$ cat config.mk
export PLATFORM = sky130hd
export DESIGN_NAME = bar_decode_unit
export DESIGN_NICKNAME = d
export VERILOG_FILES = /design/src/rtl/bar_dec_pkg.sv /design/src/rtl/bar_slot.sv /design/src/rtl/bar_match.sv /design/src/rtl/bar_prio.sv /design/src/rtl/bar_decode_unit.sv
export SDC_FILE = /design/constraint.sdc
export NUM_CORES = 1
export LEC_CHECK = 0
export ABC_CLOCK_PERIOD_IN_PS = 1660
export BUFFER_PORTS_ARGS = -buffer_cell sky130_fd_sc_hd__buf_4
export CORE_MARGIN = 1.5
export CORE_UTILIZATION = 40
export DETAILED_ROUTE_END_ITERATION = 16
export PLACE_DENSITY = 0.77
export RECOVER_POWER = 50
export SLEW_MARGIN = 25
export SYNTH_ARGS = -nofsm -noshare
export SYNTH_HDL_FRONTEND = slang
export SYNTH_HIERARCHICAL = 1
export SYNTH_SLANG_ARGS = --single-unit
$ cat constraint.sdc
create_clock -name clk -period 1.66 [get_ports clk]
set_input_delay 0.166 -clock clk [delete_from_list [all_inputs] [get_ports clk]]
set_output_delay 0.166 -clock clk [all_outputs]
set_load 0.02 [all_outputs]
$ cat src/rtl/bar_dec_pkg.sv
package bar_dec_pkg;
   localparam int BAR_W = 32;
   localparam int BE_W  = BAR_W / 8;

   typedef enum logic {
      BAR_KIND_MEM = 1'b0,
      BAR_KIND_IO  = 1'b1
   } bar_kind_e;

   // Bits below the window boundary
   function automatic logic [BAR_W-1:0] window_low_mask(input int size_log2);
      return (BAR_W'(1) << size_log2) - BAR_W'(1);
   endfunction

   // Spread byte enables over data bits
   function automatic logic [BAR_W-1:0] expand_be(input logic [BE_W-1:0] be);
      logic [BAR_W-1:0] m;
      for (int k = 0; k < BE_W; k++) m[k*8 +: 8] = {8{be[k]}};
      return m;
   endfunction
endpackage

$ cat src/rtl/bar_slot.sv
module bar_slot
   import bar_dec_pkg::*;
#(
   parameter int SIZE_LOG2 = 25,
   parameter bit IS_IO     = 1'b0
) (
   input  logic             clk,
   input  logic             rst_n,
   input  logic             wr_stb,
   input  logic [BAR_W-1:0] wr_data,
   input  logic [BE_W-1:0]  wr_be,
   output logic [BAR_W-1:0] bar_val
);
   localparam int UP_W = BAR_W - SIZE_LOG2;
   localparam int MIN_LOG2 = IS_IO ? 2 : 4;

   if (SIZE_LOG2 < MIN_LOG2 || SIZE_LOG2 > BAR_W - 1) begin : g_bad_size
      $error("bar_slot: SIZE_LOG2 out of range for this register type");
   end

   logic [UP_W-1:0] upper_q;
   logic [UP_W-1:0] upper_wmask;

   assign upper_wmask = expand_be(wr_be) >> SIZE_LOG2;

   always_ff @(posedge clk or negedge rst_n) begin
      if (!rst_n) begin
         upper_q <= '0;
      end else if (wr_stb) begin
         upper_q <= (upper_q & ~upper_wmask) | ((wr_data >> SIZE_LOG2) & upper_wmask);
      end
   end

   logic [BAR_W-1:0] type_bits;
   if (IS_IO) begin : g_io_type
      assign type_bits = BAR_W'(1);
   end else begin : g_mem_type
      assign type_bits = '0;
   end

   assign bar_val = {upper_q, {SIZE_LOG2{1'b0}}} | type_bits;
endmodule

$ cat src/rtl/bar_match.sv
module bar_match
   import bar_dec_pkg::*;
#(
   parameter int SIZE_LOG2 = 25,
   parameter bit IS_IO     = 1'b0
) (
   input  logic [BAR_W-1:0] bar_val,
   input  logic [BAR_W-1:0] bus_addr,
   input  logic             bus_is_io,
   input  logic             space_en,
   output logic             match,
   output logic [BAR_W-1:0] offset
);
   localparam logic [BAR_W-1:0] LOW_MASK = window_low_mask(SIZE_LOG2);
   localparam bar_kind_e KIND = IS_IO ? BAR_KIND_IO : BAR_KIND_MEM;

   logic kind_ok;
   logic upper_eq;

   assign kind_ok  = (bar_kind_e'(bus_is_io) == KIND);
   assign upper_eq = (((bus_addr ^ bar_val) & ~LOW_MASK) == '0);
   assign match    = space_en && kind_ok && upper_eq;
   assign offset   = bus_addr & LOW_MASK;
endmodule

$ cat src/rtl/bar_prio.sv
module bar_prio
   import bar_dec_pkg::*;
#(
   parameter int NUM = 2
) (
   input  logic [NUM-1:0]       match,
   input  logic [NUM*BAR_W-1:0] offsets,
   output logic [NUM-1:0]       hit,
   output logic [BAR_W-1:0]     offset
);
   always_comb begin
      logic taken;
      taken  = 1'b0;
      hit    = '0;
      offset = '0;
      for (int i = 0; i < NUM; i++) begin
         if (match[i] && !taken) begin
            taken  = 1'b1;
            hit[i] = 1'b1;
            offset = offsets[i*BAR_W +: BAR_W];
         end
      end
   end
endmodule

$ cat src/rtl/bar_decode_unit.sv
module bar_decode_unit
   import bar_dec_pkg::*;
#(
   parameter int                    NUM_BARS      = 2,
   parameter logic [NUM_BARS*8-1:0] SIZE_LOG2_VEC = {8'd8, 8'd25},
   parameter logic [NUM_BARS-1:0]   IS_IO_VEC     = 2'b10,
   localparam int                   SEL_W         = (NUM_BARS > 1) ? $clog2(NUM_BARS) : 1
) (
   input  logic                clk,
   input  logic                rst_n,
   input  logic                cfg_wr_en,
   input  logic [SEL_W-1:0]    cfg_wr_sel,
   input  logic [BAR_W-1:0]    cfg_wr_data,
   input  logic [BE_W-1:0]     cfg_wr_be,
   input  logic [SEL_W-1:0]    cfg_rd_sel,
   output logic [BAR_W-1:0]    cfg_rd_data,
   input  logic                mem_space_en,
   input  logic                io_space_en,
   input  logic [BAR_W-1:0]    bus_addr,
   input  logic                bus_is_io,
   output logic [NUM_BARS-1:0] hit,
   output logic                hit_any,
   output logic [BAR_W-1:0]    hit_offset
);
   if (NUM_BARS < 1 || NUM_BARS > 6) begin : g_bad_count
      $error("bar_decode_unit: NUM_BARS must be 1 to 6");
   end

   logic [BAR_W-1:0]          bar_vals [NUM_BARS];
   logic [NUM_BARS-1:0]       match;
   logic [NUM_BARS*BAR_W-1:0] offsets;

   for (genvar i = 0; i < NUM_BARS; i++) begin : g_bar
      localparam int SZ = int'(SIZE_LOG2_VEC[i*8 +: 8]);
      localparam bit IO = IS_IO_VEC[i];

      logic wr_stb;
      logic space_en;

      assign wr_stb   = cfg_wr_en && (cfg_wr_sel == SEL_W'(i));
      assign space_en = IO ? io_space_en : mem_space_en;

      bar_slot #(.SIZE_LOG2(SZ), .IS_IO(IO)) u_slot (
         .clk     (clk),
         .rst_n   (rst_n),
         .wr_stb  (wr_stb),
         .wr_data (cfg_wr_data),
         .wr_be   (cfg_wr_be),
         .bar_val (bar_vals[i])
      );

      bar_match #(.SIZE_LOG2(SZ), .IS_IO(IO)) u_match (
         .bar_val   (bar_vals[i]),
         .bus_addr  (bus_addr),
         .bus_is_io (bus_is_io),
         .space_en  (space_en),
         .match     (match[i]),
         .offset    (offsets[i*BAR_W +: BAR_W])
      );
   end

   bar_prio #(.NUM(NUM_BARS)) u_prio (
      .match   (match),
      .offsets (offsets),
      .hit     (hit),
      .offset  (hit_offset)
   );

   assign hit_any = |match;

   always_comb begin
      cfg_rd_data = '0;
      for (int i = 0; i < NUM_BARS; i++) begin
         if (cfg_rd_sel == SEL_W'(i)) cfg_rd_data = bar_vals[i];
      end
   end
endmodule

Word level (Yosys, flattened, before mapping)
Cells that the tools add are included.

operators by class
  mux-type cells = 5
  bitwise gates (word level) = 12
  reduce and logical (&&, ||, !) cells = 11

operator list
  cell                count
  32-bit logical NOT  2
  32-bit bitwise XOR  2
  25-bit 2-to-1 mux   2
  24-bit AND          2
  32-bit 2-to-1 mux   1
  24-bit NOT          1
  24-bit bitwise OR   1
  7-bit AND           2
  1-bit logical AND   7
  7-bit NOT           1
  7-bit bitwise OR    1
  1-bit 2-to-1 mux    2
  1-bit NOT           2
  2-bit OR reduction  1
  1-bit logical NOT   1

word-level totals
  flip-flop bits (word level) = 31

Depth between registers and ports, before layout
  depth in word-level cells = 7
  mapped depth = 8

By module
Netlist, hierarchy kept.

by module, submodules not included
  module                        instances  cells each  area an instance (um^2)  sequential area each (um^2)
  bar_slot (g_bar[1].u_slot)    1          61          957.2                    600.6
  bar_decode_unit               1          39          563.0                    0.0
  bar_match (g_bar[1].u_match)  1          66          514.2                    0.0
  bar_slot (g_bar[0].u_slot)    1          41          451.7                    175.2
  bar_prio                      1          42          365.4                    0.0
  bar_match (g_bar[0].u_match)  1          43          331.6                    0.0

Least setup slack after synthesis
Ideal clock, no wire load.

  path kind = register to output
  start point = reg (tool-made name)
  end point = out hit_offset[2]
  arrival time = 1.774 ns
  slack = -0.280 ns
  stages on the path, launching flop included = 9
  buffers on the path = 2
  cells stage by stage = dfrtp_1 > xor2_1 > nor4_1 > nand4_1 > nor4_2 > nor2b_2 > buf_6 > buf_6 > a22o_1

RTL lines
  what              RTL line               source
  end: declaration  bar_decode_unit.sv:23  output logic [BAR_W-1:0] hit_offset

==> reports/results.txt <==
worst reg-to-reg setup slack = 730 ps
Hold Crit Depth = 2
first-pass GRT wire length = 11.9 mm
Sequential Power Share = 0.339
worst-skew pair later-pin latency = 280 ps
# setup viols final = 28
total of max-cap violations = 0
# rows = 32
Area Growth Syn to Fin = 40.3%
root buffer cell = clkbuf_8
Iteration-0 DRC Markers = 73
YS warnings = 6
Max Slew Vio Count = 0
TritonCTS Sinks = 31
CP Class = reg -> out
Max Clk Rate = 420 MHz
largest net degree at the start of global routing = 32
worst slew pin tran = 800 ps
DR WL met3 = 427 um
Die ar. = 8500 um^2
core area = 7730 um^2
crit path max fanout = 11
dpl hpwl = 6.36 mm
Final ANT Viol Nets = 0
Worst Reg-to-Reg Cells = 2
Period minus WS final = 2380 ps
clock share of power = 0.199
layout cell share with drive strength beyond 1 = 0.647
top cell type's share of synthesized area = 0.244
Tot Pwr = 2.95 mW
DR WL/cell = 14.9 um
vias in the first global route = 2,418
post-synthesis cell type count = 23
Final Net Count = 506
Net Sw Frac = 0.330
top cells by area, synth = dfrtp_1 24%, buf_4 23%, mux2_4 14%, mux2_2 12%, a22o_1 8.8%
startpoint types = register
Final Instance Area = 4470 um^2
clock-pin slew on the worst setup and hold paths = 70 ps
endpoint type of the worst setup path = primary output
register area share after synthesis = 0.244
violated checks = setup timing
Switch Pwr = 0.973 mW
Pwr Density = 661 nW/um^2
die height = 92.2 um
CP arrival = 2220 ps
min-delay worst type = in -> reg
syn_area_per_cell = 10.9 um^2
Final Hold Vio Count = 0
Remaining Overflow, GRT = 0
n_diodes = 0
Fill cells = 674
Residual DRC = 0
CTS H-tree lvls = 2
total track usage = 0.183
post-synth top area cell = dfrtp_1
drt first pass iters = 4
via count = 2,369
placed cell area = 4170 um^2
Synth Cell Area = 3180 um^2
worst path required time = 1490 ps
RSZ-0062 raised after global routing = true
clock skew = 0 ps
total placed cells including tap cells = 519
Routed WL = 7.92 mm
Logic pwr share = 0.462
final setup TNS = -13,670 ps
global placer's final weighted congestion = 0.798
Max clock buf depth = 2
CTS tree = built
initial antenna violation count = 0
buffers added on ports = 119
ratio of final minimum period to clock period = 1.44
top sig layer = met4
Int Pwr = 1.98 mW
maximum vdd ir drop = 0.562 mV
num ports = 143
post-synthesis cell count = 292
Lkg Pwr = 2.32 nW
Slew headroom = 0.466
worst setup margin = -723 ps
metal2 WL = 4.26 mm
Layout Cells excl Fill = 533
Seq cells post-synth = 31
DR vias/cell = 4.44
TritonCTS Buffers = 5
Die Wd = 92.2 um
Initial Utilization = 0.412
status = finished with violations
Met1 Routed Length = 3.16 mm
## area by class of cell
cell class / count / area (um^2) / share of cell area
multi-input cells: 210 / 1950 / 0.437
clock buffers: 5 / 68.8 / 0.0154
flip-flops and latches: 31 / 776 / 0.174
repair buffers: 182 / 1530 / 0.342
well taps: 102 / 128 / 0.0286
clock inverters: 3 / 15.0 / 0.00336
## critical path, cell delays in order (launching register included)
cell	delay, ps
dfrtp_1	390
xor2_1	160
nor4_1	300
nand4_1	230
nor4_4	220
nor2b_4	230
buf_12	150
a22o_1	140
buf_6	110
## power groups by stage
stage / logic [mW] / registers [mW] / clock network (mW)
2_1_floorplan: 0.865 / 1.01 / 0
3_3_place_gp: 1.33 / 1.00 / 0
3_5_place_dp: 1.35 / 1.01 / 0
4_1_cts: 1.37 / 1.00 / 0.596
5_1_grt: 1.46 / 1.02 / 0.625
6_report: 1.36 / 1.00 / 0.587
## final timing paths
check,startpoint,to
setup / recovery,register,hit_offset[0]
hold / removal,cfg_wr_data[8],register
setup reg to reg,register,register
hold reg to reg,register,register
max in group asynchronous,rst_n,async pin
min in group asynchronous,rst_n,async pin
## metrics by stage
stage               setup slack, ps  utilization  hold WS (ps)
floorplan                      -167            -          -130
global placement               -464        0.540           126
detailed placement             -481        0.540           127
CTS                            -745        0.569           102
global route                   -837        0.578          91.9
finish                         -723        0.578           107
## layer usage
metal | global-route usage | up-vias
li1 | - | 1130
met1 | 0.203 | 1152
met2 | 0.349 | 80
met3 | 0.0439 | 7
met4 | 0.0359 | 0
met5 | 0 | -
## repair_timing
item                                    in CTS  in global routing
hold endpoints to repair                    31                  0
hold buffers                                 1                  0
gates resized for setup                     32                  7
setup buffers                                2                  4
cloned                                       0                  1
endpoints found under the setup margin      28                 28
pin swaps                                    5                  3
## cells in the mapped netlist
| master | instances |
|---|---|
| nor2b_1 | 1 |
| or2_2 | 1 |
| dfrtp_1 | 31 |
| and2_1 | 1 |
| clkbuf_1 | 2 |
| a22o_1 | 32 |
| nand4_1 | 4 |
| nor4_2 | 2 |
| nand3b_1 | 1 |
| buf_2 | 1 |
| nand2_2 | 4 |
| nor2b_2 | 1 |
| buf_6 | 6 |
| buf_4 | 98 |
| mux2_2 | 33 |
| xor2_1 | 17 |
| nor4_1 | 3 |
| nand3_1 | 1 |
| nor3_1 | 1 |
| buf_12 | 3 |
| xnor2_1 | 14 |
| conb_1 | 5 |
| mux2_4 | 30 |
## cells by family (layout without fill, tap and decap cells)
group,count (synthesis),count (layout),share of synthesized area
AO/OA/AOI/OAI,32,32,0.0881
multiplexers,63,63,0.258
buffers and inverters,110,190,0.275
AND/OR/NAND/NOR,20,20,0.0436
other,5,64,0.00590
flip-flops,31,31,0.244
XOR/XNOR,31,31,0.0853
## cells in the final DEF (no fill, tap or decap), drive strengths merged
| cell | netlist | layout |
|---|---|---|
| xnor2 | 14 | 14 |
| nand3 | 1 | 1 |
| nor2b | 2 | 2 |
| a22o | 32 | 32 |
| conb | 5 | 64 |
| mux2 | 63 | 63 |
| clkinv | 0 | 3 |
| nor4 | 5 | 5 |
| nand4 | 4 | 4 |
| buf | 108 | 169 |
| or2 | 1 | 1 |
| clkbuf | 2 | 17 |
| nand3b | 1 | 1 |
| and2 | 1 | 1 |
| nand2 | 4 | 4 |
| dfrtp | 31 | 31 |
| nor3 | 1 | 1 |
| xor2 | 17 | 17 |
| dlygate4sd3 | 0 | 1 |
(Power assumes the default switching activity.)
